**config.mk**
```make
export PLATFORM = sky130hd
export DESIGN_NAME = seg_shadow_unit
export DESIGN_NICKNAME = d
export VERILOG_FILES = /design/src/rtl/segchk_pkg.sv /design/src/rtl/seg_load_ctrl.sv /design/src/rtl/seg_cache.sv /design/src/rtl/seg_access_check.sv /design/src/rtl/seg_shadow_unit.sv
export SDC_FILE = /design/constraint.sdc
export NUM_CORES = 1
export LEC_CHECK = 0
export BUFFER_PORTS_ARGS = -buffer_cell sky130_fd_sc_hd__clkbuf_2
export CAP_MARGIN = 20
export CORE_MARGIN = 5
export CORE_UTILIZATION = 28
export CTS_CLUSTER_DIAMETER = 200
export DETAILED_ROUTE_END_ITERATION = 10
export PLACE_DENSITY_LB_ADDON = 0.1
export SYNTH_ARGS = -nofsm -noshare
export SYNTH_HDL_FRONTEND = slang
export SYNTH_HIERARCHICAL = 1
export SYNTH_SLANG_ARGS = --single-unit
```
**constraint.sdc**
```tcl
create_clock -name clk -period 9.5 [get_ports clk]
set_input_delay 1.9 -clock clk [delete_from_list [all_inputs] [get_ports clk]]
set_output_delay 1.9 -clock clk [all_outputs]
set_load 0.02 [all_outputs]
```
**src/rtl/segchk_pkg.sv**
```systemverilog
package segchk_pkg;
  localparam int LIN_W     = 24;
  localparam int SEL_W     = 16;
  localparam int NSEG      = 4;
  localparam int SEG_IDX_W = $clog2(NSEG);

  localparam logic [SEG_IDX_W-1:0] SEG_EXTRA = 2'd0;
  localparam logic [SEG_IDX_W-1:0] SEG_CODE  = 2'd1;
  localparam logic [SEG_IDX_W-1:0] SEG_STACK = 2'd2;
  localparam logic [SEG_IDX_W-1:0] SEG_DATA  = 2'd3;

  localparam logic [7:0] VEC_STACK = 8'h0C;
  localparam logic [7:0] VEC_PROT  = 8'h0D;

  localparam logic [LIN_W-1:0] REAL_LIMIT = LIN_W'(16'hFFFF);

  typedef struct packed {
    logic [LIN_W-1:0] base;
    logic [LIN_W-1:0] limit;
    logic [1:0]       dpl;
    logic             code;
    logic             wr;
    logic             valid;
  } seg_entry_t;

  // Entry built from a selector alone, as the real mode does.
  function automatic seg_entry_t real_entry(input logic [SEL_W-1:0] sel);
    seg_entry_t e;
    e.base  = LIN_W'({sel, 4'h0});
    e.limit = REAL_LIMIT;
    e.dpl   = 2'd0;
    e.code  = 1'b0;
    e.wr    = 1'b1;
    e.valid = 1'b1;
    return e;
  endfunction

  // Wrap-around sum of base and offset.
  function automatic logic [LIN_W-1:0] lin_sum(input logic [LIN_W-1:0] base,
                                               input logic [LIN_W-1:0] off);
    return base + off;
  endfunction

  // True when the last byte touched lies above the limit.
  function automatic logic past_limit(input logic [LIN_W-1:0] off,
                                      input logic             word,
                                      input logic [LIN_W-1:0] limit);
    logic [LIN_W:0] last;
    last = {1'b0, off} + {{LIN_W{1'b0}}, word};
    return last > {1'b0, limit};
  endfunction

  // Privilege and type rules for a protected load.
  function automatic logic load_allowed(input logic [SEG_IDX_W-1:0] seg,
                                        input logic                 is_null,
                                        input logic [1:0]           rpl,
                                        input logic [1:0]           dpl,
                                        input logic                 code,
                                        input logic                 wr,
                                        input logic [1:0]           cpl);
    logic [1:0] eff;
    logic       ok;
    eff = (rpl > cpl) ? rpl : cpl;
    if (is_null) begin
      ok = (seg == SEG_DATA) || (seg == SEG_EXTRA);
    end else begin
      case (seg)
        SEG_CODE:  ok = code && (dpl >= eff);
        SEG_STACK: ok = !code && wr && (dpl == cpl) && (rpl == cpl);
        default:   ok = (dpl >= eff);
      endcase
    end
    return ok;
  endfunction
endpackage

```
**src/rtl/seg_load_ctrl.sv**
```systemverilog
module seg_load_ctrl
  import segchk_pkg::*;
#(
  parameter int PM_LAT = 4
) (
  input  logic                 clk,
  input  logic                 rst_n,
  input  logic                 prot_mode,
  input  logic                 ld_valid,
  input  logic [SEG_IDX_W-1:0] ld_seg,
  input  logic [SEL_W-1:0]     ld_sel,
  input  logic [LIN_W-1:0]     dsc_base,
  input  logic [LIN_W-1:0]     dsc_limit,
  input  logic [1:0]           dsc_dpl,
  input  logic                 dsc_code,
  input  logic                 dsc_writable,
  output logic                 busy,
  output logic                 done,
  output logic                 fault,
  output logic [1:0]           cpl,
  output logic                 wr_en,
  output logic [SEG_IDX_W-1:0] wr_idx,
  output seg_entry_t           wr_data
);
  localparam int CNT_W = (PM_LAT > 1) ? $clog2(PM_LAT) : 1;

  logic                 busy_q, done_q, fault_q;
  logic [1:0]           cpl_q;
  logic [CNT_W-1:0]     cnt_q;
  logic [SEG_IDX_W-1:0] p_seg;
  logic [SEL_W-1:0]     p_sel;
  seg_entry_t           p_ent;

  // Named internal events
  logic accept, real_load, prot_start, prot_finish, p_null, p_ok;

  assign accept      = ld_valid && !busy_q;
  assign real_load   = accept && !prot_mode;
  assign prot_start  = accept && prot_mode;
  assign prot_finish = busy_q && (cnt_q == '0);
  assign p_null      = (p_sel[SEL_W-1:2] == '0);
  assign p_ok        = load_allowed(p_seg, p_null, p_sel[1:0], p_ent.dpl,
                                    p_ent.code, p_ent.wr, cpl_q);

  always_ff @(posedge clk) begin
    if (!rst_n) begin
      busy_q  <= 1'b0;
      done_q  <= 1'b0;
      fault_q <= 1'b0;
      cpl_q   <= 2'd0;
      cnt_q   <= '0;
      p_seg   <= '0;
      p_sel   <= '0;
      p_ent   <= '0;
    end else begin
      done_q  <= 1'b0;
      fault_q <= 1'b0;
      if (real_load) begin
        done_q <= 1'b1;
      end
      if (prot_start) begin
        busy_q      <= 1'b1;
        cnt_q       <= CNT_W'(PM_LAT - 1);
        p_seg       <= ld_seg;
        p_sel       <= ld_sel;
        p_ent.base  <= dsc_base;
        p_ent.limit <= dsc_limit;
        p_ent.dpl   <= dsc_dpl;
        p_ent.code  <= dsc_code;
        p_ent.wr    <= dsc_writable;
        p_ent.valid <= 1'b1;
      end else if (prot_finish) begin
        busy_q  <= 1'b0;
        done_q  <= 1'b1;
        fault_q <= !p_ok;
        if (p_ok && (p_seg == SEG_CODE)) cpl_q <= p_ent.dpl;
      end else if (busy_q) begin
        cnt_q <= cnt_q - 1'b1;
      end
    end
  end

  always_comb begin
    wr_en   = real_load || (prot_finish && p_ok);
    wr_idx  = real_load ? ld_seg : p_seg;
    wr_data = real_load ? real_entry(ld_sel) : p_ent;
    if (!real_load && p_null) wr_data.valid = 1'b0;
  end

  assign busy  = busy_q;
  assign done  = done_q;
  assign fault = fault_q;
  assign cpl   = cpl_q;

  a_r5_real_one_cycle: assert property (@(posedge clk) disable iff (!rst_n)
    (ld_valid && !busy && !prot_mode) |=> (done && !busy));
  a_r6_done_ends_busy: assert property (@(posedge clk) disable iff (!rst_n)
    $fell(busy) |-> done);
  a_r12_no_restart: assert property (@(posedge clk) disable iff (!rst_n)
    (busy && cnt_q != '0) |=> (busy && $stable(p_seg) && $stable(p_sel)));
endmodule

```
**src/rtl/seg_cache.sv**
```systemverilog
module seg_cache
  import segchk_pkg::*;
#(
  parameter logic [LIN_W-1:0] CODE_RST_BASE = 24'hFF0000
) (
  input  logic                 clk,
  input  logic                 rst_n,
  input  logic                 wr_en,
  input  logic [SEG_IDX_W-1:0] wr_idx,
  input  seg_entry_t           wr_data,
  input  logic [SEG_IDX_W-1:0] rd_idx,
  output seg_entry_t           rd_data,
  input  logic                 ld_fault_ev
);
  seg_entry_t [NSEG-1:0] ent_q;

  for (genvar i = 0; i < NSEG; i++) begin : g_ent
    seg_entry_t rst_val;
    always_comb begin
      rst_val = real_entry('0);
      if (SEG_IDX_W'(i) == SEG_CODE) rst_val.base = CODE_RST_BASE;
    end
    always_ff @(posedge clk) begin
      if (!rst_n) begin
        ent_q[i] <= rst_val;
      end else if (wr_en && (wr_idx == SEG_IDX_W'(i))) begin
        ent_q[i] <= wr_data;
      end
    end
  end

  assign rd_data = ent_q[rd_idx];

  a_r7_cache_kept: assert property (@(posedge clk) disable iff (!rst_n)
    ld_fault_ev |-> $stable(ent_q));
endmodule

```
**src/rtl/seg_access_check.sv**
```systemverilog
module seg_access_check
  import segchk_pkg::*;
#(
  parameter int OFF_W = 24
) (
  input  logic                 clk,
  input  logic                 rst_n,
  input  logic                 prot_mode,
  input  logic                 acc_valid,
  input  logic [SEG_IDX_W-1:0] acc_seg,
  input  logic [OFF_W-1:0]     acc_off,
  input  logic                 acc_word,
  input  logic                 acc_write,
  input  logic [LIN_W-1:0]     ent_base,
  input  logic [LIN_W-1:0]     ent_limit,
  input  logic                 ent_code,
  input  logic                 ent_wr,
  input  logic                 ent_valid,
  output logic [LIN_W-1:0]     acc_lin,
  output logic                 acc_fault,
  output logic [7:0]           acc_vector
);
  logic [LIN_W-1:0] off_ext;
  logic             ev_invalid, ev_limit, ev_write;

  assign off_ext    = LIN_W'(acc_off);
  assign ev_invalid = !ent_valid;
  assign ev_limit   = past_limit(off_ext, acc_word, ent_limit);
  assign ev_write   = prot_mode && acc_write && (ent_code || !ent_wr);

  always_comb begin
    acc_fault  = acc_valid && (ev_invalid || ev_limit || ev_write);
    acc_vector = 8'h00;
    if (acc_fault) begin
      if (!ev_invalid && ev_limit && (acc_seg == SEG_STACK)) acc_vector = VEC_STACK;
      else                                                   acc_vector = VEC_PROT;
    end
    acc_lin = (acc_valid && !acc_fault) ? lin_sum(ent_base, off_ext) : '0;
  end

  a_r3_word_at_limit: assert property (@(posedge clk) disable iff (!rst_n)
    (acc_valid && acc_word && off_ext == ent_limit) |-> acc_fault);
  a_r4_non_stack_vec: assert property (@(posedge clk) disable iff (!rst_n)
    (acc_fault && acc_seg != SEG_STACK) |-> acc_vector == VEC_PROT);
  a_r2_no_addr_on_fault: assert property (@(posedge clk) disable iff (!rst_n)
    acc_fault |-> acc_lin == '0);
endmodule

```
**src/rtl/seg_shadow_unit.sv**
```systemverilog
module seg_shadow_unit
  import segchk_pkg::*;
#(
  parameter int               OFF_W         = 24,
  parameter int               PM_LAT        = 4,
  parameter logic [LIN_W-1:0] CODE_RST_BASE = 24'hFF0000
) (
  input  logic             clk,
  input  logic             rst_n,
  input  logic             prot_mode,
  input  logic             ld_valid,
  input  logic [1:0]       ld_seg,
  input  logic [15:0]      ld_sel,
  input  logic [23:0]      dsc_base,
  input  logic [23:0]      dsc_limit,
  input  logic [1:0]       dsc_dpl,
  input  logic             dsc_code,
  input  logic             dsc_writable,
  output logic             ld_busy,
  output logic             ld_done,
  output logic             ld_fault,
  output logic [7:0]       ld_vector,
  input  logic             acc_valid,
  input  logic [1:0]       acc_seg,
  input  logic [OFF_W-1:0] acc_off,
  input  logic             acc_word,
  input  logic             acc_write,
  output logic [23:0]      acc_lin,
  output logic             acc_fault,
  output logic [7:0]       acc_vector,
  output logic [1:0]       cur_cpl
);
  logic                 wr_en;
  logic [SEG_IDX_W-1:0] wr_idx;
  seg_entry_t           wr_data;
  seg_entry_t           rd_data;

  seg_load_ctrl #(.PM_LAT(PM_LAT)) u_ctrl (
    .clk(clk), .rst_n(rst_n), .prot_mode(prot_mode),
    .ld_valid(ld_valid), .ld_seg(ld_seg), .ld_sel(ld_sel),
    .dsc_base(dsc_base), .dsc_limit(dsc_limit), .dsc_dpl(dsc_dpl),
    .dsc_code(dsc_code), .dsc_writable(dsc_writable),
    .busy(ld_busy), .done(ld_done), .fault(ld_fault), .cpl(cur_cpl),
    .wr_en(wr_en), .wr_idx(wr_idx), .wr_data(wr_data)
  );

  seg_cache #(.CODE_RST_BASE(CODE_RST_BASE)) u_cache (
    .clk(clk), .rst_n(rst_n), .wr_en(wr_en), .wr_idx(wr_idx),
    .wr_data(wr_data), .rd_idx(acc_seg), .rd_data(rd_data),
    .ld_fault_ev(ld_fault)
  );

  seg_access_check #(.OFF_W(OFF_W)) u_chk (
    .clk(clk), .rst_n(rst_n), .prot_mode(prot_mode),
    .acc_valid(acc_valid), .acc_seg(acc_seg), .acc_off(acc_off),
    .acc_word(acc_word), .acc_write(acc_write),
    .ent_base(rd_data.base), .ent_limit(rd_data.limit),
    .ent_code(rd_data.code), .ent_wr(rd_data.wr), .ent_valid(rd_data.valid),
    .acc_lin(acc_lin), .acc_fault(acc_fault), .acc_vector(acc_vector)
  );

  assign ld_vector = ld_fault ? VEC_PROT : 8'h00;

  a_r7_load_fault_vec: assert property (@(posedge clk) disable iff (!rst_n)
    ld_fault |-> (ld_done && ld_vector == 8'h0D));
  a_r11_cpl_moves_on_done: assert property (@(posedge clk) disable iff (!rst_n)
    !$stable(cur_cpl) |-> ld_done);
  a_r4_vec_range: assert property (@(posedge clk) disable iff (!rst_n)
    acc_fault |-> (acc_vector == 8'h0C || acc_vector == 8'h0D));
endmodule

```
==> metrics list, run 1 <==
* Run status: complete, no violations
* Mapped Avg Cell Area: 9.46 um^2
- Count of input and output buffers: 138
- Measured along the x axis, the die boundary spans 244 um.
- The first global-routing pass estimated 71.3 mm of wire.
- The worst register-to-register path has a depth of 17.
* Clock tree from TritonCTS: done
- Via count of the first global-routing pass: 11853
- Summing all non-filler instances in the final layout gives an area of 0.0174 mm^2.
- In this run the power density over the cells is 169 mW/mm^2.
- The initial utilization of the core area, before any placement, comes to 28.3%.
- The final layout contains 1860 nets.
- Static timing analysis puts the maximum clock frequency at 0.124 GHz.
- Final worst path period share: 85.0%
* Pin count of the biggest net entering global routing: 185
- STA classifies the critical path startpoint as a primary input.
* Class of the worst hold path: flip-flop to flip-flop
- Final routed wire length divided by cell count: 18.9 um
- Number of vias per cell after detailed routing: 4.73
- RSZ-0062 raised after global routing: false
- Compared with the post-synthesis result, the final layout area differs by 14.2%.
- The HPWL after detailed placement is 31.3 mm.
- CTS hold repair buffers: 0
* Total congestion overflow: 0
* Relative slew slack: 24.3%
- Adding up every negative setup slack in the final design gives 0 ps.
* Worst reg2reg startpoint: u_ctrl/cpl[1]
- Final GP Congestion: 0.841
- CTS buffer count: 35
* Warnings, synthesis: 6
* Clock tree root buffer cell: sky130_fd_sc_hd__clkbuf_16
- Setup skew after layout: 10.9 ps
- The number of antenna diodes in the final layout is 0.
- R2r endpoint: u_cache/ent_q[20]
- STA classifies the critical path endpoint as an output port.
- Antenna Violating Nets Remaining: 0
- At the worst endpoint, the required time is 7600 ps.
* Aggregate global-route resource usage: 15.1%
- The number of antenna violations at the first check in global routing came to 0.
* Time the worst path needs with I/O delays and setup: 8080 ps
- Summed over all cells, the static leakage comes to 7.72 nW.
- Summing internal, switching and leakage power gives 2.94 mW.
* Final-layout worst hold slack: 451 ps
- Final count of negative-setup-slack endpoints: 0
* Kind of critical path: primary input to output port
* Clock Latency Late Sink: 530 ps
- Register-to-register setup slack: 5320 ps
- Synthesized netlist cell count: 1615
- Wires add up to 45.6 mm.
- Slew at the pin closest to its max-slew limit: 1140 ps
- Layout filler cell count: 5577
- Synthesized cell area: 0.0153 mm^2
- The post-route netlist has 18.5% of its cells at a drive strength greater than 1.
- The die is 244 um tall.
* Worst min-delay path endpoint: u_cache/ent_q[2]
* DRT iter0 DRCs: 602
- For this run, the detailed router's first-pass iteration total came to 5.
- The total area inside the core boundary comes to 0.0539 mm^2.
- Placed inst area: 0.0163 mm^2
- Counting instances, the worst hold path has a depth of 2.
- In this run the deepest clock path goes through 3 buffers.
* Top-Level Pins: 149
- The die covers 0.0593 mm^2.
- The number of slew-limit violations in the final report was 0.
* Number of sinks handled by clock tree synthesis: 282
- Count of cells resized by post-cts repair: 0
- Max H-tree Level: 2
* Clk slew on worst S/H paths: 50 ps
- Data on the critical path arrives at its endpoint at 6180 ps.
- Start point of the worst min-delay path: u_cache/ent_q[2]
* Max rail drop VDD: 102 uV
- Number of post-CTS setup repair buffers: 0
- Row generation in the floorplan step produced 85 rows.
* Final Hold Viols: 0
- Post-detailed-route DRC marker count: 0
* Maximum fanout along the worst path: 21
* Routed via count: 11425
* Number of maximum-capacitance violations: 0
## worst max path at each step
stage,endpoint,startpoint,slack (ps),cells past startpoint
2_1_floorplan,acc_lin[13],acc_off[0],2570,15
3_3_place_gp,acc_lin[23],acc_off[0],1520,18
3_5_place_dp,acc_lin[23],acc_off[0],1430,18
4_1_cts,acc_lin[23],acc_off[0],1410,18
5_1_grt,acc_lin[23],acc_off[0],960,18
6_report,acc_lin[23],acc_off[0],1420,18
## layer usage
metal / track usage (%) / wire (um) / vias up / share of wire [%]
li1: - / - / 5675 / -
met1: 22.8 / 23900 / 5498 / 52
met2: 22.4 / 19100 / 197 / 42
met3: 2.53 / 1570 / 55 / 3.4
met4: 3.80 / 1030 / 0 / 2.3
met5: 0 / 0 / - / 0
## sequential cells by signal, summed over array words and instances, names as in the netlist
| name | flops |
|---|---|
| u_ctrl/cpl | 2 |
| u_ctrl/p_ent | 53 |
| u_ctrl/busy | 1 |
| u_ctrl/fault | 1 |
| u_cache/ent_q | 204 |
| u_ctrl/p_seg | 2 |
| u_ctrl/done | 1 |
| u_ctrl/p_sel | 16 |
| u_ctrl/cnt_q | 2 |
## worst max-delay path, cell delays in order
cell	delay, ps
sky130_fd_sc_hd__clkbuf_2	100
sky130_fd_sc_hd__ha_1	250
sky130_fd_sc_hd__and3_1	200
sky130_fd_sc_hd__nor3b_1	360
sky130_fd_sc_hd__nand2_1	170
sky130_fd_sc_hd__nor2_1	280
sky130_fd_sc_hd__nand2_1	140
sky130_fd_sc_hd__nor2_1	160
sky130_fd_sc_hd__xor2_1	90
sky130_fd_sc_hd__ha_1	300
sky130_fd_sc_hd__nand4_1	170
sky130_fd_sc_hd__nor4_1	380
sky130_fd_sc_hd__o21ai_0	140
sky130_fd_sc_hd__o211ai_1	260
sky130_fd_sc_hd__o22a_1	730
sky130_fd_sc_hd__nor2_1	110
sky130_fd_sc_hd__mux2_4	290
sky130_fd_sc_hd__clkbuf_2	150
## report_power, final
part           switching, mW  internal (mW)
clock                  0.516          0.812
sequential            0.0202           1.22
combinational          0.226          0.147
## cell usage in the layout, fill, tap and decap left out, types with 37 or more instances in the layout
master	n
sky130_fd_sc_hd__nand2_1	337
sky130_fd_sc_hd__mux4_2	51
sky130_fd_sc_hd__inv_1	51
sky130_fd_sc_hd__dfxtp_1	282
sky130_fd_sc_hd__clkbuf_2	136
sky130_fd_sc_hd__mux2i_1	200
sky130_fd_sc_hd__nor2b_1	116
sky130_fd_sc_hd__nor2_1	39
sky130_fd_sc_hd__clkbuf_16	37
sky130_fd_sc_hd__a21boi_0	73
sky130_fd_sc_hd__ha_1	58
## stage by stage
step | util, % | std cells | setup WS, ps
finish | 32.3 | 2417 | 1420
global route | 32.3 | 2417 | 959
CTS | 32.3 | 2417 | 1410
detailed placement | 30.2 | 2357 | 1430
global placement | 30.2 | 2357 | 1520
floorplan | - | 1623 | 2570
## layout make-up
cell class,instances,area [um^2],share of cell area (%)
repair buffers,158,865,4.96
clock buffers,53,1090,6.23
flip-flops and latches,282,5650,32.4
clock inverters,7,60.1,0.344
inverters,51,191,1.10
multi-input cells,1170,8720,50.0
well taps,696,871,4.99
No activity file was read; power rests on OpenSTA's default activity.
==> run 2, diff against run 1 <==
==> constraint.sdc (replaced) <==
create_clock -name clk -period 9.6 [get_ports clk]
set_input_delay 1.92 -clock clk [delete_from_list [all_inputs] [get_ports clk]]
set_output_delay 1.92 -clock clk [all_outputs]
set_load 0.02 [all_outputs]
==> run 2 against run 1 <==
Compared with the run above:
- total power decreased by 0.68%
- largest cell class unchanged
- critical path type unchanged
- sequential power about the same
- core utilization about the same
- flip-flop and latch count unchanged
==> metrics list, run 2 (synthesized netlist as in run 1, its figures left out) <==
* Count of cells resized by post-cts repair: 0 (unchanged)
- The startpoint identified for the worst hold timing path is u_cache/ent_q[25].
- Site Rows: 85 (unchanged)
- The number of violations of the max-capacitance limit was 0 (unchanged).
- Clk slew on worst S/H paths: 60 ps (about the same)
- The number of filler cells placed in the layout was 5577 (unchanged).
- Die H: 244 um (unchanged)
- Number of vias per cell after detailed routing: 4.70 (-0.54%)
- The worst setup path is launched from a primary input.
- Clock tree root buffer cell: sky130_fd_sc_hd__clkbuf_16
- Class of the worst hold path: flip-flop to flip-flop
* DP Wirelength: 31.5 mm (+0.57%)
* Slew at the pin closest to its max-slew limit: 1100 ps (-38.6 ps)
* Final routed wire length divided by cell count: 18.9 um (+0.15%)
- The hold-fix buffer count after cts came to 0 (unchanged).
- By instance count, the cell type seen most on the critical path is sky130_fd_sc_hd__nor2_1.
- Maximum buffer depth of the clock tree: 3 (unchanged)
- The source-to-sink clock delay at the later pin of the worst-skew pair was 510 ps (-20 ps).
- The die area was 0.0593 mm^2 (unchanged).
* Most used cells in the layout excluding fill and tap cells: 337 x sky130_fd_sc_hd__nand2_1, 282 x sky130_fd_sc_hd__dfxtp_1, 200 x sky130_fd_sc_hd__mux2i_1, 136 x sky130_fd_sc_hd__clkbuf_2, 116 x sky130_fd_sc_hd__nor2b_1
- Max rail drop VDD: 98.4 uV (-3.8%)
* Number of buffers and inverters on the critical path: 2 (unchanged)
- The signal on the critical path passes through clkbuf_2 > ha_1 > and3_1 > nor3b_1 > nand2_1 > nor2_1 > nand2_1 > nor2_1 > xor2_1 > ha_1 > nand4_1 > nor4_1 > o21ai_0 > o211ai_1 > o22a_1 > nor2_1 > mux2_4 > clkbuf_2.
* Maximum operating frequency: 0.123 GHz
* Clock tree from TritonCTS: done
- DRT iter0 DRCs: 605 (+0.50%)
- Time the worst path needs with I/O delays and setup: 8100 ps
- The worst register-to-register path begins at u_ctrl/cpl[1].
- The worst endpoint required time is 7680 ps (+80 ps).
- Final Hold Viols: 0 (unchanged)
- In the final layout, the registers with the most flip-flops are u_cache/ent_q x204, u_ctrl/p_ent x53, u_ctrl/p_sel x16.
- Among all stages on the critical path, the largest delay is contributed by sky130_fd_sc_hd__o22a_1.
- Largest register by flop count: u_cache/ent_q
- Setup repair after global routing left no endpoint under its margin.
- The combined global-route utilization of all metal layers is 15.0% (-0.068 points).
- The routability congestion estimate is 0.837 (-0.56%).
- The power density over cell area came to 168 mW/mm^2 (-0.67%).
- Syn-to-layout area delta: 14.2% (about the same)
- Via count of the first global-routing pass: 11842 (-0.093%)
- In this run the worst setup path begins at acc_off[0].
- The pin count of the biggest net entering global routing is 185 (unchanged).
- Top-Level Pins: 149 (unchanged)
- CTS buffer count: 34 (-2.9%)
- Arrival time reported for the critical path endpoint: 6180 ps (about the same)
- The worst stage delay on the critical path came to 720 ps (about the same).
- Max H-tree Level: 2 (unchanged)
* Floorplan core area: 0.0539 mm^2 (unchanged)
* Antenna violations before repair: 0 (unchanged)
* Final worst path period share: 84.4%
- Kind of critical path: primary input to output port
- Initial core utilization: 28.3% (unchanged)
- Wirelength, routed: 45.7 mm (+0.15%)
- Post-detailed-route DRC marker count: 0 (unchanged)
- The cell leakage power is 7.71 nW (-0.16%).
- The final net count was 1859 (-0.054%).
- Relative slew slack: 26.9% (+2.6 points)
- The global-route congestion overflow total was 0 (unchanged).
- Max reg flops: 204 (unchanged)
* Placed inst area: 0.0163 mm^2 (unchanged)
- First-pass GRT wire length: 71.2 mm (-0.21%)
- Run status: complete, no violations
- Antenna Violating Nets Remaining: 0 (unchanged)
* Count of input and output buffers: 138 (unchanged)
* Family of cells with the greatest summed delay on the critical path: simple AND/OR/NAND/NOR gates
- Routed via count: 11363 (-0.54%)
* Most common cell after layout, fill and taps aside: sky130_fd_sc_hd__nand2_1
- DRT Pass-1 Iters: 5 (unchanged)
- The number of setup buffers added after CTS came to 0 (unchanged).
- Fin Setup TNS: 0 ps (unchanged)
* Number of antenna cells inserted: 0 (unchanged)
* Setup skew after layout: 10.8 ps (-0.168 ps)
* Final count of negative-setup-slack endpoints: 0 (unchanged)
* Die outline width: 244 um (unchanged)
- The design area was 0.0174 mm^2 (about the same).
* Endpoint class of the critical path: output port
* Count of pins over their slew limit: 0 (unchanged)
- Maximum fanout along the worst path: 21 (unchanged)
* Layout cells sized above 1: 18.1% (-0.35 points)
- The area of the multi-input gates came to 0.00872 mm^2 (unchanged).
- The number of sinks handled by clock tree synthesis came to 282 (unchanged).
- The sequential cell area in the final layout came to 0.00565 mm^2 (unchanged).
-- run 2: cell type report --
cell class / count / share of cell area (%)
Multi-Input combinational cell: 1170 / 50.0
Sequential cell: 282 / 32.4
Clock buffer: 54 / 5.96
Tap cell: 696 / 4.99
Timing Repair Buffer: 158 / 4.96
Inverter: 51 / 1.10
Clock inverter: 6 / 0.603
-- run 2: path summary, 6_finish.rpt --
| kind | to | slack, ps | depth (start not counted) |
|---|---|---|---|
| worst max-delay path | acc_lin[23] | 1500 | 18 |
| worst min-delay path | u_cache/ent_q[25] | 450 | 2 |
| worst max register to register | u_cache/ent_q[5] | 5330 | 17 |
| worst min register to register | u_cache/ent_q[25] | 450 | 2 |
-- run 2: per-stage QoR --
step	hold slack [ps]	cells	power (mW)	worst slack [ps]	utilization, %
2_1_floorplan	432	1623	1.51	2630	-
3_3_place_gp	439	2357	1.62	1560	30.2
3_5_place_dp	447	2357	1.63	1450	30.2
4_1_cts	457	2417	2.98	1450	32.3
5_1_grt	466	2417	3.06	951	32.3
6_report	454	2417	2.92	1500	32.3
-- run 2: worst reg2reg max path, delay by kind of cell (launching register included) --
kind / cells / cell delay, ps
compound gates: 7 / 990
fa+ha+maj: 2 / 600
buf+inv: 4 / 1400
flops: 1 / 390
mux: 1 / 290
simple gates: 3 / 520
-- run 2: power breakdown --
group / internal [mW] / leakage (nW) / switching (mW)
sequential: 1.21 / 2.29 / 0.0199
combinational: 0.145 / 4.86 / 0.223
clock: 0.822 / 0.560 / 0.504
total: 2.17 / 7.71 / 0.748
-- run 2: per-layer routing --
metal,vias up,global-route usage [%],routed length [um]
li1,5677,-,-
met1,5455,22.6,23900
met2,185,22.9,19500
met3,46,2.27,1580
met4,0,3.14,782
met5,-,0,0
